File: src/rtl/baud_div_latches.sv
module baud_div_latches #(
  parameter int DIV_W  = 16,
  parameter int BYTE_W = 8,
  parameter int ADDR_W = 2
) (
  input  logic              clk,
  input  logic              rst_n,
  input  logic              div_access,
  input  logic              wr_en,
  input  logic [ADDR_W-1:0] addr,
  input  logic [BYTE_W-1:0] wdata,
  output logic [DIV_W-1:0]  divisor,
  output logic [DIV_W-1:0]  div_next,
  output logic              load,
  output logic [BYTE_W-1:0] rdata
);
  localparam int NBYTES = DIV_W / BYTE_W;

  logic [NBYTES-1:0] hit;
  logic [NBYTES-1:0] sel;

  for (genvar i = 0; i < NBYTES; i++) begin : g_byte
    logic [BYTE_W-1:0] q;
    assign sel[i] = div_access && (addr == ADDR_W'(i));
    assign hit[i] = sel[i] && wr_en;
    always_ff @(posedge clk) begin
      if (!rst_n)      q <= '0;
      else if (hit[i]) q <= wdata;
    end
    assign divisor[i*BYTE_W +: BYTE_W]  = q;
    assign div_next[i*BYTE_W +: BYTE_W] = hit[i] ? wdata : q;
  end

  assign load = |hit;

  always_comb begin
    rdata = '0;
    for (int j = 0; j < NBYTES; j++)
      if (sel[j]) rdata = divisor[j*BYTE_W +: BYTE_W];
  end
endmodule

File: src/rtl/baud_down_counter.sv
module baud_down_counter #(
  parameter int DIV_W = 16
) (
  input  logic             clk,
  input  logic             rst_n,
  input  logic             load,
  input  logic [DIV_W-1:0] div_next,
  input  logic [DIV_W-1:0] divisor,
  output logic [DIV_W-1:0] count,
  output logic             tick
);
  localparam logic [DIV_W-1:0] ONE = DIV_W'(1);

  always_ff @(posedge clk) begin
    if (!rst_n)                count <= '0;
    else if (load)             count <= div_next;
    else if (divisor == '0)    count <= '0;
    else if (count <= ONE)     count <= divisor;
    else                       count <= count - ONE;
  end

  assign tick = (divisor != '0) && (count == ONE);
endmodule

File: src/rtl/baud_tick_gen.sv
module baud_tick_gen #(
  parameter int DIV_W  = 16,
  parameter int BYTE_W = 8,
  parameter int ADDR_W = 2
) (
  input  logic              clk,
  input  logic              rst_n,
  input  logic              div_access,
  input  logic              wr_en,
  input  logic [ADDR_W-1:0] addr,
  input  logic [BYTE_W-1:0] wdata,
  output logic [BYTE_W-1:0] rdata,
  output logic              tick
);
  logic [DIV_W-1:0] divisor;
  logic [DIV_W-1:0] div_next;
  logic [DIV_W-1:0] count;
  logic             load;

  baud_div_latches #(.DIV_W(DIV_W), .BYTE_W(BYTE_W), .ADDR_W(ADDR_W)) u_latch (
    .clk(clk), .rst_n(rst_n), .div_access(div_access), .wr_en(wr_en),
    .addr(addr), .wdata(wdata), .divisor(divisor), .div_next(div_next),
    .load(load), .rdata(rdata)
  );

  baud_down_counter #(.DIV_W(DIV_W)) u_cnt (
    .clk(clk), .rst_n(rst_n), .load(load), .div_next(div_next),
    .divisor(divisor), .count(count), .tick(tick)
  );
endmodule

File: config.mk
export PLATFORM = sky130hd
export DESIGN_NAME = baud_tick_gen
export DESIGN_NICKNAME = d
export VERILOG_FILES = /design/src/rtl/baud_div_latches.sv /design/src/rtl/baud_down_counter.sv /design/src/rtl/baud_tick_gen.sv
export SDC_FILE = /design/constraint.sdc
export NUM_CORES = 1
export LEC_CHECK = 0
export BUFFER_PORTS_ARGS = -buffer_cell sky130_fd_sc_hd__buf_4
export CORE_MARGIN = 2
export CORE_UTILIZATION = 55
export CTS_CLUSTER_SIZE = 10
export DETAILED_ROUTE_END_ITERATION = 10
export HOLD_SLACK_MARGIN = 0.03
export PLACE_DENSITY = 0.75
export RECOVER_POWER = 25
export SLEW_MARGIN = 5
export SYNTH_ARGS = -nofsm -noshare
export SYNTH_HDL_FRONTEND = slang
export SYNTH_HIERARCHICAL = 1
export SYNTH_SLANG_ARGS = --single-unit
File: constraint.sdc
create_clock -name clk -period 3.8 [get_ports clk]
set_input_delay 0.19 -clock clk [delete_from_list [all_inputs] [get_ports clk]]
set_output_delay 0.19 -clock clk [all_outputs]
set_load 0.005 [all_outputs]
After elaboration in Yosys (flattened, before gate mapping). Cells that the tools add are included. W data, S select, Z words.

Logic and storage cells: 23. Register bits: 32.

Reductions and logical operators: 9. $add $sub $neg: 1. Order comparisons: 1. Multiplexer cells: 7. Equal/unequal tests: 2.

Operators with widths (count): $mux W16 (3); $mux W8 (4); $eq A16 B1 Y1 const B (1); $le A16 B1 Y1 const B (1); $logic_not A16 Y1 (1); $reduce_bool A16 Y1 (1); $sub A16 B1 Y16 const B (1); $logic_and A1 B1 Y1 (5); $eq A2 B1 Y1 const B (1); $logic_not A2 Y1 (1); $reduce_or A2 Y1 (1).

Longest topological paths before layout. Gate-level depths: netlist (run 1).

Word-level depth: 5. Depth in mapped cells: 8. Depth with buffers taken out: 6.

By module. The synthesis (run 1) kept the hierarchy.

Modules (own cells, without submodules): baud_down_counter (cells an instance 153, instances 1, seq. area each 320.3 µm², area each 1258.7 µm²); baud_div_latches (cells an instance 100, instances 1, seq. area each 320.3 µm², area each 992.2 µm²).

Worst setup path after synthesis (run 1). Ideal clock, no wire load.

Path type: register to register. From: reg u_cnt.count[4]. To: reg u_cnt.count[11]. Path buffers: 3. Stages on the path, launching flop included: 8. Arrival: 2.023 ns. Setup time: 0.122 ns. Period minus slack after synthesis: 2.144 ns. Slack: 1.656 ns. Data required time: 3.678 ns. Cells stage by stage: dfxtp_1 or4_1 buf_6 or4_4 buf_6 buf_12 o31ai_2 o21ai_1.

Longest elaborated chain between the ends: 4.

Ends and longest elaborated chain: from (decl) (RTL line baud_down_counter.sv:9) `output logic [DIV_W-1:0] count,`; from (signal assigned) (RTL line baud_down_counter.sv:16) `else if (load) count <= div_next;`; from (signal assigned) (RTL line baud_down_counter.sv:18) `else if (count <= ONE) count <= divisor;`; from (signal assigned) (RTL line baud_down_counter.sv:19) `else count <= count - ONE;`; $sub A16 B1 Y16 or $le A16 B1 Y1 (tied branches) (RTL line baud_down_counter.sv:19, baud_down_counter.sv:18); $mux W16 * (RTL line baud_down_counter.sv:18); $mux W16 * (RTL line baud_down_counter.sv:17) `else if (divisor == '0) count <= '0;`; $mux W16 * (RTL line baud_down_counter.sv:16).

Every way passes the cells marked *; elsewhere a longest branch is shown, timed or not. A chain may end at the register's enable or synchronous reset.

Worst setup path in the final report (run 1).
From: reg u_cnt.count[6]. To: out tick.

Longest elaborated chain between the ends: 2.

Ends and longest elaborated chain: $eq A16 B1 Y1 (RTL line baud_down_counter.sv:22) `assign tick = (divisor != '0) && (count == ONE);`; $logic_and A1 B1 Y1 (RTL line baud_down_counter.sv:22); to (decl) (RTL line baud_tick_gen.sv:13) `output logic tick`.

Every way passes these cells.

==> impl_metrics.ini, run 1 <==
[timing]
fin_crit_ns = 2.68
min_period_over_period_pct = 70.6
setup_tns_ns = 0
rsz0062_at_grt = false
clock.fmax_ghz = 0.373
timing.final.hold_violations = 0
finClkSkew_ns = 0.00435
worst_slew_pin_slew_ns = 1.15
slew_headroom_pct = 23.3
setup-violations-final = 0
slew_viol_final = 0

[setup_path]
cp-start-kind = flop
critical_path_arrival_ns = 2.49
worst-path-max-fanout = 10
r2r_cells = 4
worstSetupEndpointType = primary output
r2r-end = u_cnt/count[10]
crit_type = flop to primary output
r2r_start = u_cnt/count[6]
crit_required_ns = 3.61
r2r_slack_ns = 1.53

[flow_run]
max_cap_violations = 0

[pwr]
swShare_pct = 47.7
comb_power_share_pct = 59.3
power.switching_mw = 0.937
vdd_ir_drop_max_mv = 0.426
p_seq_share_pct = 24.3
clockPowerShare_pct = 16.3
p_leak_nw = 1.00
power_density_mw_per_mm2 = 802
internal-power_mw = 1.03

[clock_network]
hold_buffers = 0
clockBufferDepth = 2
cts-resized-gates = 0
cts_sinks = 32
cts_tree = built
worstSkewPairLatency_ns = 0.28
numCtsBuffers = 5
h-tree-depth = 2
cts_root_buf = clkbuf_8
cts_setup_buffers = 0
clkTransAtPathRegs_ns = 0.07

[placed_design]
placed_area_mm2 = 0.00236
io_buffers = 22
dp_hpwl_um = 3880
gp_congestion = 0.838

[synthesis]
synth_sequential_area_ratio_pct = 28.5
yosys.area_share.simple_pct = 24.5
ys_ff_latch = 32
syn-num-nets = 269
synth_cells = 253
yosys-top-cells-area = dfxtp_1 28%, mux2i_1 11%, nand2_1 6.8%
synth_top_area_share_pct = 28.5
synth_mux_area_share_pct = 19.5
synth_compound_area_share_pct = 18.5
syn_area_mm2 = 0.00225
synth_adder_area_share_pct = 1.11
yosys_warnings = 6
synth_top_family_by_area = simple AND/OR/NAND/NOR gates
yosysTopAreaCell = dfxtp_1
synth.avg_cell_area_um2 = 8.90
ys_types = 48
synthXorXnorAreaFrac_pct = 1.56

[finish]
num_antenna_cells = 0
nNetsFinal = 284
drive_gt1_share_pct = 22.3
syn2layout_area_growth_pct = 8.84
final_area_mm2 = 0.00245

[floorplanning]
dieArea_mm2 = 0.00462
fp-row-count = 23
die_w_um = 68.0
pin_count = 23
core_mm2 = 0.00397
die_h_um = 68.0
start_util_pct = 56.7

[global_routing]
grt_pass1_wl_um = 8890
grt_pass1_vias = 1736
grt_overflow = 0
grt_max_degree = 27
grtUsageTotal_pct = 25.5
antenna_found_initial = 0

[hold_path]
min_path_type = primary input to flop
hold-path-cell-count = 3
holdPathEnd = u_latch/g_byte[1].q[7]
min_from = wdata[7]

[drt]
drc = 0
vias_per_cell = 6.09
postRouteAntennaNets = 0
firstDrtPassIters = 5
dr.first_iter.drc_count = 176
vias = 1942
totalWireLength_um = 5380
wl_per_cell_um = 16.9

[run_status]
status = completed
power groups by stage:
stage	Combinational (mW)	Sequential, mW	Clock, mW
6_report	1.17	0.478	0.320
5_1_grt	1.27	0.488	0.343
4_1_cts	1.14	0.479	0.324
3_5_place_dp	1.13	0.486	0
3_3_place_gp	1.13	0.483	0
2_1_floorplan	1.07	0.462	0
cell type report:
| class | count | area [µm²] |
|---|---|---|
| Sequential cell | 32 | 641 |
| Inverter | 4 | 15.0 |
| Multi-Input combinational cell | 201 | 1450 |
| Timing Repair Buffer | 24 | 173 |
| Clock buffer | 6 | 72.6 |
| Clock inverter | 2 | 35.0 |
| Fill cell | 360 | 1520 |
| Tap cell | 50 | 62.6 |
per-layer routing:
layer	wire (µm)	global-route usage (%)	vias to the layer above
met4	48	5.75	0
li1	-	-	977
met2	2510	39.2	68
met1	2550	37.0	887
met5	0	0	-
met3	271	4.61	10
sequential cells by signal, summed over array words and instances, names as in the netlist:
signal            flops
u_cnt/count          16
u_latch/g_byte.q     16
logic make-up after synthesis:
logic type | Yosys count
multiplexers | 41
buffers and inverters | 20
AND/OR/NAND/NOR | 100
adder cells (fa/ha/maj) | 2
AO/OA/AOI/OAI | 54
flip-flops | 32
XOR/XNOR | 4
cell usage after synthesis (all sizes together):
cell type and n:
a22oi 1, inv 4, a211oi 6, or3 2, nor4bb 1, and3 2
mux2 17, nor2 17, o31a 2, o311ai 2, o41ai 1, buf 9
mux2i 24, nor4 7, o41a 2, a21boi 4, clkbuf 7, o31ai 14
and3b 1, o22ai 1, or4b 1, a31o 1, nand3 2, nand2 41
nor3 4, xor2 4, dfxtp 32, nor3b 2, a31oi 1, nand2b 3
a21oi 8, ha 2, or2 2, nand4b 1, and2 1, nor4b 2
nor2b 1, o21ai 11, or4 8, nand4 2
worst max path at each step:
stage | cells past startpoint | slack [ns] | end | start
6_report | 6 | 1.12 | tick | u_cnt/count[6]
3_5_place_dp | 6 | 1.42 | tick | u_cnt/count[4]
2_1_floorplan | 7 | 1.66 | u_cnt/count[11] | u_cnt/count[4]
4_1_cts | 6 | 1.11 | tick | u_cnt/count[6]
5_1_grt | 6 | 0.96 | tick | u_cnt/count[4]
3_3_place_gp | 6 | 1.44 | tick | u_cnt/count[4]
critical path: stages, from the launching register on:
cell,delay [ns]
dfxtp_1,0.33
or4_1,0.71
nor4_4,0.55
buf_4,0.24
nand2_1,0.06
nor3_1,0.18
buf_4,0.14
metrics by stage:
step / instances / total power [mW] / hold slack, ns / utilization (%) / worst slack [ns]
floorplan: 253 / 1.53 / 0.352 / - / 1.66
global placement: 311 / 1.62 / 0.484 / 59.5 / 1.44
detailed placement: 311 / 1.62 / 0.490 / 59.5 / 1.42
CTS: 319 / 1.95 / 0.196 / 62.3 / 1.11
global route: 319 / 2.10 / 0.210 / 61.7 / 0.964
finish: 319 / 1.96 / 0.203 / 61.7 / 1.12
placed cells by master, fill, tap and decap left out, types with 3 or more instances in the layout:
master	Yosys	routed
dfxtp_1	32	32
nor3_1	4	4
or4_1	7	7
inv_1	4	4
buf_4	1	22
o21ai_1	11	11
xor2_1	4	4
mux2i_1	24	24
a21boi_0	4	4
a21oi_1	8	8
o31ai_1	5	5
mux2_2	13	13
nand2_1	41	41
nand2b_1	3	3
clkbuf_1	7	3
clkbuf_8	0	5
o31ai_2	9	9
nor4_1	6	6
a211oi_1	6	6
nor2_1	17	17
No activity file was read; power rests on OpenSTA's default activity.
==> inputs of run 2 (changes only) <==
==> constraint.sdc (replaced) <==
create_clock -name clk -period 2.6 [get_ports clk]
set_input_delay 0.13 -clock clk [delete_from_list [all_inputs] [get_ports clk]]
set_output_delay 0.13 -clock clk [all_outputs]
set_load 0.005 [all_outputs]
==> run 2 against run 1 <==
Compared with the run above:
- design area up 1.1%
- largest cell class unchanged
- sequential cell count stayed put
- largest power group unchanged
- clock-buffer cell count stayed put
- first-iteration DRC count down 40%
- routed wire length grew 2.5%
- hold slack lost 0.056 ns
- critical path depth decreased by 1
==> impl_metrics.ini, run 2 (same netlist as run 1, synthesis figures left out) <==
[setup_path]
cp-start-kind = flop
crit_chain = or4_1, nor4_4, nand2_1, nor3_1, buf_4
path_delay_family = simple AND/OR/NAND/NOR gates
worst-path-max-fanout = 9
crit_type = flop to primary output
path_buf_inv = 1
cp_slowest_stage_delay_ns = 0.71
crit_required_ns = 2.47
critical_path_arrival_ns = 2.30
crit_path_top_delay_cell = or4_1
worstSetupEndpointType = primary output

[timing]
fin_crit_ns = 2.43
rsz0062_at_grt = false
slew_headroom_pct = 26.2
min_period_over_period_pct = 93.6
slew_viol_final = 0
worst_slew_pin_slew_ns = 1.11
finClkSkew_ns = 0.00874
timing.final.hold_violations = 0
setup_tns_ns = 0
clock.fmax_ghz = 0.411
setup-violations-final = 0

[floorplanning]
start_util_pct = 56.7
core_mm2 = 0.00397
die_w_um = 68.0
dieArea_mm2 = 0.00462
pin_count = 23
die_h_um = 68.0
fp-row-count = 23

[flow_run]
max_cap_violations = 0

[clock_network]
cts-resized-gates = 0
cts_sinks = 32
clockBufferDepth = 2
cts_setup_buffers = 0
numCtsBuffers = 5
clkTransAtPathRegs_ns = 0.07
h-tree-depth = 2
cts_tree = built
worstSkewPairLatency_ns = 0.28
hold_buffers = 0
cts_root_buf = clkbuf_8

[pwr]
clockPowerShare_pct = 16.1
p_leak_nw = 1.02
p_seq_share_pct = 24.0
internal-power_mw = 1.52
power_density_mw_per_mm2 = 1180
vdd_ir_drop_max_mv = 0.680
swShare_pct = 47.8
power.switching_mw = 1.39
comb_power_share_pct = 59.9

[finish]
layout_common_cells = 41 x nand2_1, 32 x dfxtp_1, 26 x buf_4
n_fill_cell = 369
syn2layout_area_growth_pct = 10.0
drive_gt1_share_pct = 23.5
num_antenna_cells = 0
layoutNonFillerInstCount = 322
reg_top3 = u_cnt/count x16, u_latch/g_byte.q x16
final_area_mm2 = 0.00248
final_common_cell = nand2_1
nNetsFinal = 287

[drt]
dr.first_iter.drc_count = 106
vias = 1972
wl_per_cell_um = 17.1
totalWireLength_um = 5520
postRouteAntennaNets = 0
firstDrtPassIters = 4
vias_per_cell = 6.12
drc = 0

[placed_design]
dp_hpwl_um = 3850
placed_area_mm2 = 0.00239
gp_congestion = 0.890
dp_cells = 314
io_buffers = 22

[global_routing]
grt_pass1_vias = 1746
grt_overflow = 0
antenna_found_initial = 0
grt_pass1_wl_um = 8850
grt_max_degree = 27
grtUsageTotal_pct = 25.6

[hold_path]
min_path_type = primary input to flop

[run_status]
status = completed
==> run 2: cell types whose count changed in the layout (fill, tap and decap cells not counted), sizes merged <==
cell    delta
buf        +4
clkbuf     -1
==> run 2: worst reg2reg max path, cell delays in order (launching register included) <==
cell and delay (ns):
dfxtp_1 0.35, or4_1 0.71, or4_4 0.72, o31ai_1 0.29
a22oi_1 0.13
==> run 2: power by group through the flow <==
stage                     registers [mW]  clock network [mW]  logic, mW
after floorplan                    0.675                   0       1.57
after global placement             0.706                   0       1.68
after detailed placement           0.709                   0       1.69
after CTS                          0.698               0.473       1.72
after global routing               0.713               0.494       1.93
final                              0.700               0.469       1.75
==> run 2: stage by stage <==
stage	setup WS, ns	hold WS (ns)	utilization (%)	power, mW
final	0.166	0.147	62.4	2.92
after global routing	0.0183	0.163	62.4	3.14
after CTS	0.177	0.140	62.8	2.89
after detailed placement	0.341	0.433	60.1	2.40
after global placement	0.388	0.428	60.1	2.39
after floorplan	0.456	0.292	-	2.24
==> run 2: area by class of cell <==
| cell class | instances | area, µm² | share of cell area [%] |
|---|---|---|---|
| clock inverters | 2 | 35.0 | 1.41 |
| clock buffers | 6 | 72.6 | 2.93 |
| multi-input cells | 201 | 1450 | 58.6 |
| flip-flops and latches | 32 | 641 | 25.9 |
| inverters | 4 | 15.0 | 0.606 |
| repair buffers | 27 | 199 | 8.03 |
| well taps | 50 | 62.6 | 2.53 |
==> run 2: final timing paths <==
check	start	end	slack (ns)	cells after the start
worst min register to register	u_latch/g_byte[0].q[0]	u_latch/g_byte[0].q[0]	0.52	2
worst max register to register	u_cnt/count[4]	u_cnt/count[10]	0.29	4
worst min-delay path	wdata[0]	u_latch/g_byte[1].q[0]	0.15	3
worst max-delay path	u_cnt/count[4]	tick	0.17	5
==> run 2: layer usage <==
layer	wire, µm	track usage, %
met5	0	0
met4	29	5.25
met3	276	6.58
met2	2480	38.6
met1	2730	36.9
